**config.mk**
```make
export PLATFORM = sky130hd
export DESIGN_NAME = fetch_tile_sequencer
export DESIGN_NICKNAME = d
export VERILOG_FILES = /design/src/rtl/fetch_seq_pkg.sv /design/src/rtl/fetch_budget.sv /design/src/rtl/fetch_timer.sv /design/src/rtl/fetch_slot_walker.sv /design/src/rtl/fetch_tile_sequencer.sv
export SDC_FILE = /design/constraint.sdc
export NUM_CORES = 1
export LEC_CHECK = 0
export BUFFER_PORTS_ARGS = -buffer_cell sky130_fd_sc_hd__buf_2
export CAP_MARGIN = 20
export CORE_MARGIN = 5
export CORE_UTILIZATION = 50
export CTS_CLUSTER_DIAMETER = 150
export CTS_CLUSTER_SIZE = 14
export DETAILED_ROUTE_END_ITERATION = 10
export PLACE_DENSITY_LB_ADDON = 0.12
export SETUP_SLACK_MARGIN = 0.2
export SLEW_MARGIN = 20
export SYNTH_ARGS = -nofsm -noshare
export SYNTH_HDL_FRONTEND = slang
export SYNTH_HIERARCHICAL = 1
export SYNTH_SLANG_ARGS = --single-unit
```
**constraint.sdc**
```tcl
create_clock -name clk -period 2 [get_ports clk]
set_input_delay 0.3 -clock clk [delete_from_list [all_inputs] [get_ports clk]]
set_output_delay 0.3 -clock clk [all_outputs]
set_load 0.05 [all_outputs]
```
**src/rtl/fetch_seq_pkg.sv**
```systemverilog
package fetch_seq_pkg;

    // Slot codes presented on the output every tick.
    typedef enum logic [2:0] {
        SLOT_IDLE     = 3'd0,
        SLOT_BG_NAME  = 3'd1,
        SLOT_WIN_NAME = 3'd2,
        SLOT_PLANE0   = 3'd3,
        SLOT_PLANE1   = 3'd4,
        SLOT_SPRITE   = 3'd5
    } slot_code_e;

    // Position inside the access pattern.
    typedef enum logic [1:0] {
        K_NAME = 2'd0,
        K_LO   = 2'd1,
        K_HI   = 2'd2,
        K_SPR  = 2'd3
    } slot_kind_e;

endpackage

```
**src/rtl/fetch_budget.sv**
```systemverilog
// Computes the line budget and the background-phase length from the
// configuration presented at line start. Pure combinational.
module fetch_budget #(
    parameter int FINE_W        = 3,
    parameter int WX_W          = 8,
    parameter int CNT_W         = 10,
    parameter int TICKS_PER_CYC = 2,
    parameter int SLOT_CYC      = 2,
    parameter int LEAD_SLOTS    = 3,
    parameter int BASE_TICKS    = 347,
    parameter int WX_LIMIT      = 166
) (
    input  logic [FINE_W-1:0] fine_scroll,
    input  logic [WX_W-1:0]   win_x,
    input  logic              win_en,
    output logic              win_hit,
    output logic [CNT_W-1:0]  total_ticks,
    output logic [CNT_W-1:0]  bg_ticks
);
    localparam int SLOT_TICKS = TICKS_PER_CYC * SLOT_CYC;
    localparam int LEAD_TICKS = LEAD_SLOTS * SLOT_TICKS;

    logic [CNT_W-1:0] fine_t;
    logic [CNT_W-1:0] wx_t;

    always_comb begin
        fine_t  = CNT_W'(TICKS_PER_CYC) * CNT_W'(fine_scroll);
        wx_t    = CNT_W'(TICKS_PER_CYC) * CNT_W'(win_x);
        win_hit = win_en && (win_x != '0) && (int'(win_x) < WX_LIMIT);
        // The window adds one extra lead-in to the line.
        total_ticks = CNT_W'(BASE_TICKS) + fine_t
                    + (win_hit ? CNT_W'(LEAD_TICKS) : '0);
        // Lead-in plus (fine + window X + 1) main cycles.
        bg_ticks = CNT_W'(LEAD_TICKS) + fine_t + wx_t + CNT_W'(TICKS_PER_CYC);
    end
endmodule

```
**src/rtl/fetch_timer.sv**
```systemverilog
// Down-counters for the line budget and the window trigger.
module fetch_timer #(
    parameter int CNT_W = 10
) (
    input  logic             clk,
    input  logic             rst_n,
    input  logic             start,
    input  logic             win_hit,
    input  logic [CNT_W-1:0] total_ticks,
    input  logic [CNT_W-1:0] bg_ticks,
    output logic             active,
    output logic             win_fire,
    output logic             done
);
    typedef struct packed {
        logic [CNT_W-1:0] remain;
        logic [CNT_W-1:0] win_left;
        logic             done;
    } timer_t;

    timer_t tm_d, tm_q;

    always_comb begin
        tm_d = tm_q;
        if (start) begin
            tm_d.remain   = total_ticks;
            tm_d.win_left = win_hit ? bg_ticks : '0;
            tm_d.done     = 1'b0;
        end else begin
            tm_d.done = (tm_q.remain == CNT_W'(1));
            if (tm_q.remain != '0)   tm_d.remain   = tm_q.remain - CNT_W'(1);
            if (tm_q.win_left != '0) tm_d.win_left = tm_q.win_left - CNT_W'(1);
        end
    end

    always_ff @(posedge clk or negedge rst_n) begin
        if (!rst_n) tm_q <= '0;
        else        tm_q <= tm_d;
    end

    assign active   = (tm_q.remain != '0);
    assign win_fire = (tm_q.win_left == CNT_W'(1));
    assign done     = tm_q.done;
endmodule

```
**src/rtl/fetch_slot_walker.sv**
```systemverilog
// Steps through the lead-in and the repeating slot group.
module fetch_slot_walker
    import fetch_seq_pkg::*;
#(
    parameter int SLOT_TICKS = 4
) (
    input  logic       clk,
    input  logic       rst_n,
    input  logic       start,
    input  logic       active,
    input  logic       win_fire,
    input  logic       spr_req,
    output slot_code_e code,
    output logic       tile_rdy
);
    localparam int SUB_W = (SLOT_TICKS > 1) ? $clog2(SLOT_TICKS) : 1;
    localparam logic [SUB_W-1:0] SUB_LAST = SUB_W'(SLOT_TICKS - 1);

    typedef struct packed {
        slot_kind_e       kind;
        logic [SUB_W-1:0] sub;
        logic             lead;
        logic             win_phase;
        logic             spr;
    } walk_t;

    walk_t wk_d, wk_q;

    always_comb begin
        wk_d = wk_q;
        if (start) begin
            wk_d.kind      = K_NAME;
            wk_d.sub       = '0;
            wk_d.lead      = 1'b1;
            wk_d.win_phase = 1'b0;
            wk_d.spr       = 1'b0;
        end else if (active && win_fire) begin
            // Window restart: drop whatever slot is in progress.
            wk_d.kind      = K_NAME;
            wk_d.sub       = '0;
            wk_d.lead      = 1'b1;
            wk_d.win_phase = 1'b1;
        end else if (active) begin
            if (wk_q.sub == SUB_LAST) begin
                wk_d.sub = '0;
                unique case (wk_q.kind)
                    K_NAME: wk_d.kind = K_LO;
                    K_LO:   wk_d.kind = K_HI;
                    K_HI: begin
                        if (wk_q.lead) begin
                            wk_d.lead = 1'b0;
                            wk_d.kind = K_NAME;
                        end else begin
                            wk_d.kind = K_SPR;
                            wk_d.spr  = spr_req;
                        end
                    end
                    default: wk_d.kind = K_NAME;
                endcase
            end else begin
                wk_d.sub = wk_q.sub + SUB_W'(1);
            end
        end
    end

    always_ff @(posedge clk or negedge rst_n) begin
        if (!rst_n) wk_q <= '0;
        else        wk_q <= wk_d;
    end

    always_comb begin
        code = SLOT_IDLE;
        if (active) begin
            unique case (wk_q.kind)
                K_NAME:  code = wk_q.win_phase ? SLOT_WIN_NAME : SLOT_BG_NAME;
                K_LO:    code = SLOT_PLANE0;
                K_HI:    code = SLOT_PLANE1;
                default: code = wk_q.spr ? SLOT_SPRITE : SLOT_IDLE;
            endcase
        end
    end

    assign tile_rdy = active && (wk_q.kind == K_HI) && (wk_q.sub == SUB_LAST);
endmodule

```
**src/rtl/fetch_tile_sequencer.sv**
```systemverilog
module fetch_tile_sequencer
    import fetch_seq_pkg::*;
#(
    parameter int FINE_W        = 3,
    parameter int WX_W          = 8,
    parameter int CNT_W         = 10,
    parameter int TICKS_PER_CYC = 2,
    parameter int SLOT_CYC      = 2,
    parameter int BASE_TICKS    = 347,
    parameter int WX_LIMIT      = 166
) (
    input  logic              clk,
    input  logic              rst_n,
    input  logic              line_start,
    input  logic [FINE_W-1:0] fine_scroll,
    input  logic [WX_W-1:0]   win_x,
    input  logic              win_en,
    input  logic              spr_req,
    output logic [2:0]        slot_code,
    output logic              tile_rdy,
    output logic              line_done
);
    localparam int SLOT_TICKS = TICKS_PER_CYC * SLOT_CYC;

    logic             win_hit_w;
    logic [CNT_W-1:0] total_w;
    logic [CNT_W-1:0] bg_w;
    logic             active_w;
    logic             fire_w;
    slot_code_e       code_w;

    fetch_budget #(
        .FINE_W(FINE_W), .WX_W(WX_W), .CNT_W(CNT_W),
        .TICKS_PER_CYC(TICKS_PER_CYC), .SLOT_CYC(SLOT_CYC),
        .LEAD_SLOTS(3), .BASE_TICKS(BASE_TICKS), .WX_LIMIT(WX_LIMIT)
    ) budget_i (
        .fine_scroll(fine_scroll),
        .win_x(win_x),
        .win_en(win_en),
        .win_hit(win_hit_w),
        .total_ticks(total_w),
        .bg_ticks(bg_w)
    );

    fetch_timer #(.CNT_W(CNT_W)) timer_i (
        .clk(clk),
        .rst_n(rst_n),
        .start(line_start),
        .win_hit(win_hit_w),
        .total_ticks(total_w),
        .bg_ticks(bg_w),
        .active(active_w),
        .win_fire(fire_w),
        .done(line_done)
    );

    fetch_slot_walker #(.SLOT_TICKS(SLOT_TICKS)) walker_i (
        .clk(clk),
        .rst_n(rst_n),
        .start(line_start),
        .active(active_w),
        .win_fire(fire_w),
        .spr_req(spr_req),
        .code(code_w),
        .tile_rdy(tile_rdy)
    );

    assign slot_code = code_w;
endmodule

```
==> results.cfg <==
[finish]
area_growth_pct = 40.93
fin_nets = 326
n_antenna_cell = 0
drive_gt1_frac = 0.4486
seq_area_um2 = 701.9
nFillCells = 284
multi_input_area_um2 = 1583
final_util = 0.7422

[routing]
drtIter0Drc = 86
wl_per_cell_um = 14.41
ant_nets = 0
drtPass1Iterations = 5
drc = 0
vias_per_cell = 5.515
num_vias = 1886
wl_um = 4927

[grt]
grt_pass1_wl_um = 8259
grt_pass1_vias = 1879
grt_usage = 0.1849
grt_max_degree = 29
antenna_found_initial = 0
grt_overflow = 0

[synthesis]
synth.largest_area_cell = dfrtp_1
synth_area_um2 = 2137
synthCells = 237
synthDominantCellAreaShare = 0.3279
synth_area_per_cell_um2 = 9.017
synth_common_cells = dfrtp_1 (28), inv_1 (26), nand2_1 (24)
ys_types = 55
yosys_warnings = 6
synthFlopType = dfrtp_1
seq_area_frac_synth = 0.3279
yosysMostFrequentCell = dfrtp_1
synth_edf_count = 0
ys_ff_latch = 28
yosys-top-cells-area = dfrtp_1 (33%), ha_1 (8.8%), xnor2_1 (4.9%)
ys_async_sr_fraction = 1.000

[critical_path]
end_kind = output port
startpoint_type = register
cp_max_fo = 5
cp-startpoint = timer_i/tm_q[15]$_DFFE_PN0P_
crit_arrival_ps = 1590
crit_type = reg2out
cp.required_ps = 1700
reg2reg_from = timer_i/tm_q[2]$_DFFE_PN0P_

[floorplan]
fp.dieW_um = 75.38
boundaryPins = 21
die-area_um2 = 5681
start_util = 0.5267
chipHeight_um = 75.38
rows = 23
core_um2 = 4058

[status]
outcome = finished clean

[power]
power.density_nw_per_um2 = 828.1
vdd_drop_max_v = 0.0003835
power.leakage_nw = 1.274

[sta]
slew_violations = 0
worst_pin_slew_ps = 625.5
setup_violations = 0
hold_viol_final = 0
skew_ps = 7.445
fin_crit_sh = 0.9458
rsz0062_at_grt = true
period_needed_ps = 1892
holdWs_ps = 25.36
worst_slack_ps = 108.4
clock.fmax_ghz = 0.5287
relSlewSlack = 0.5830

[clocking]
htreeDepth = 1
clk_pin_slew_worst_paths_ps = 100
cts_tree = done
clock-root-buffer = clkbuf_8
cts.sinks = 28
cts_buffers = 3
max-clock-path-buffers = 2
clk-insertion-delay-late_ps = 280

[placed_design]
post-place-ws_ps = -191.3
io_buffers = 20
hpwl_um = 3360
globalplace.congestion = 0.7832

[run]
drv_cap = 0

[worst_hold_path]
hp-class = in2async
## final timing paths
kind / cells after the start / slack [ps] / end
min in group clk: 3 / 270 / walker_i/wk_q[0]$_DFFE_PN0P_
setup / recovery: 6 / 110 / tile_rdy
hold reg to reg: 2 / 550 / walker_i/wk_q[1]$_DFFE_PN0P_
hold / removal: 1 / 30 / timer_i/tm_q[16]$_DFFE_PN0P_
max in group asynchronous: 1 / 1540 / timer_i/tm_q[15]$_DFFE_PN0P_
setup reg to reg: 6 / 120 / timer_i/tm_q[2]$_DFFE_PN0P_
## cells by family (layout without fill, tap and decap cells)
group | count (synthesis) | after routing | synth area share
AND/OR/NAND/NOR | 83 | 83 | 0.2213
AO/OA/AOI/OAI | 45 | 45 | 0.1563
buffers and inverters | 40 | 91 | 0.08957
flip-flops | 28 | 28 | 0.3279
adder cells (fa/ha/maj) | 17 | 17 | 0.1066
XOR/XNOR | 15 | 15 | 0.06148
multiplexers | 7 | 7 | 0.03337
other | 2 | 6 | 0.003514
## layer usage
metal | vias to the layer above | GRT usage | share of wire
met4 | 0 | 0.05437 | 0.012
met5 | - | 0 | 0
met3 | 6 | 0.01979 | 0.046
li1 | 927 | - | -
met2 | 57 | 0.3193 | 0.51
met1 | 896 | 0.2452 | 0.43
## power breakdown
part / internal, mW / switching, mW
combinational: 0.610 / 0.570
sequential: 0.683 / 0.178
clock: 0.268 / 0.184
total: 1.56 / 0.932
## area by class of cell
type	count	share of cell area
inverters	27	0.03905
clock inverters	1	0.009971
well taps	50	0.02077
multi-input cells	173	0.5256
repair buffers	60	0.1579
clock buffers	3	0.01371
flip-flops and latches	28	0.2331
## stage by stage
step / instances / setup TNS, ps / area, um2 / power [mW]
final: 342 / 0 / 3012 / 2.494
after global routing: 342 / 0 / 3012 / 2.655
after CTS: 341 / 0 / 2870 / 2.356
after detailed placement: 324 / -917.6 / 2592 / 1.745
after global placement: 324 / -721.8 / 2592 / 1.729
after floorplan: 241 / -14.16 / 2331 / 1.473
## sequential cells by signal (all words and copies together), names as in the netlist
register and count:
timer_i/done 1, timer_i/tm_q 20, walker_i/wk_q 7
## critical path, cell delays in order, from the launching register on
cell,delay (ps)
dfrtp_2,460
nor3_4,200
and4_4,270
inv_6,50
nand4b_4,100
clkinvlp_4,90
buf_6,150
## layout by cell type, fill, tap and decap left out, types with 3 or more instances in the layout
cell type   n
nor3_1      3
o21ai_0     6
xnor2_1    11
buf_2      11
ha_4        9
nand2_2     3
nand3_1     6
nor4_4      3
buf_6      12
nor3_2      3
nor2_1     14
a21oi_1     8
nor4_1      3
nand2b_1    3
inv_1      12
mux2i_1     6
buf_4      36
conb_1      6
ha_1        5
nor3b_1     3
inv_2      10
o31ai_2     3
a22o_1      4
nand2_1    22
clkbuf_8    3
dfrtp_1    27
## timing repair
item,in CTS,in global routing
hold buffers,0,0
gates resized for setup,29,28
endpoints found under the hold margin,0,0
setup endpoints to repair,16,18
setup buffers,13,1
pin swaps,18,21
Power figures use the tool's default switching activity.
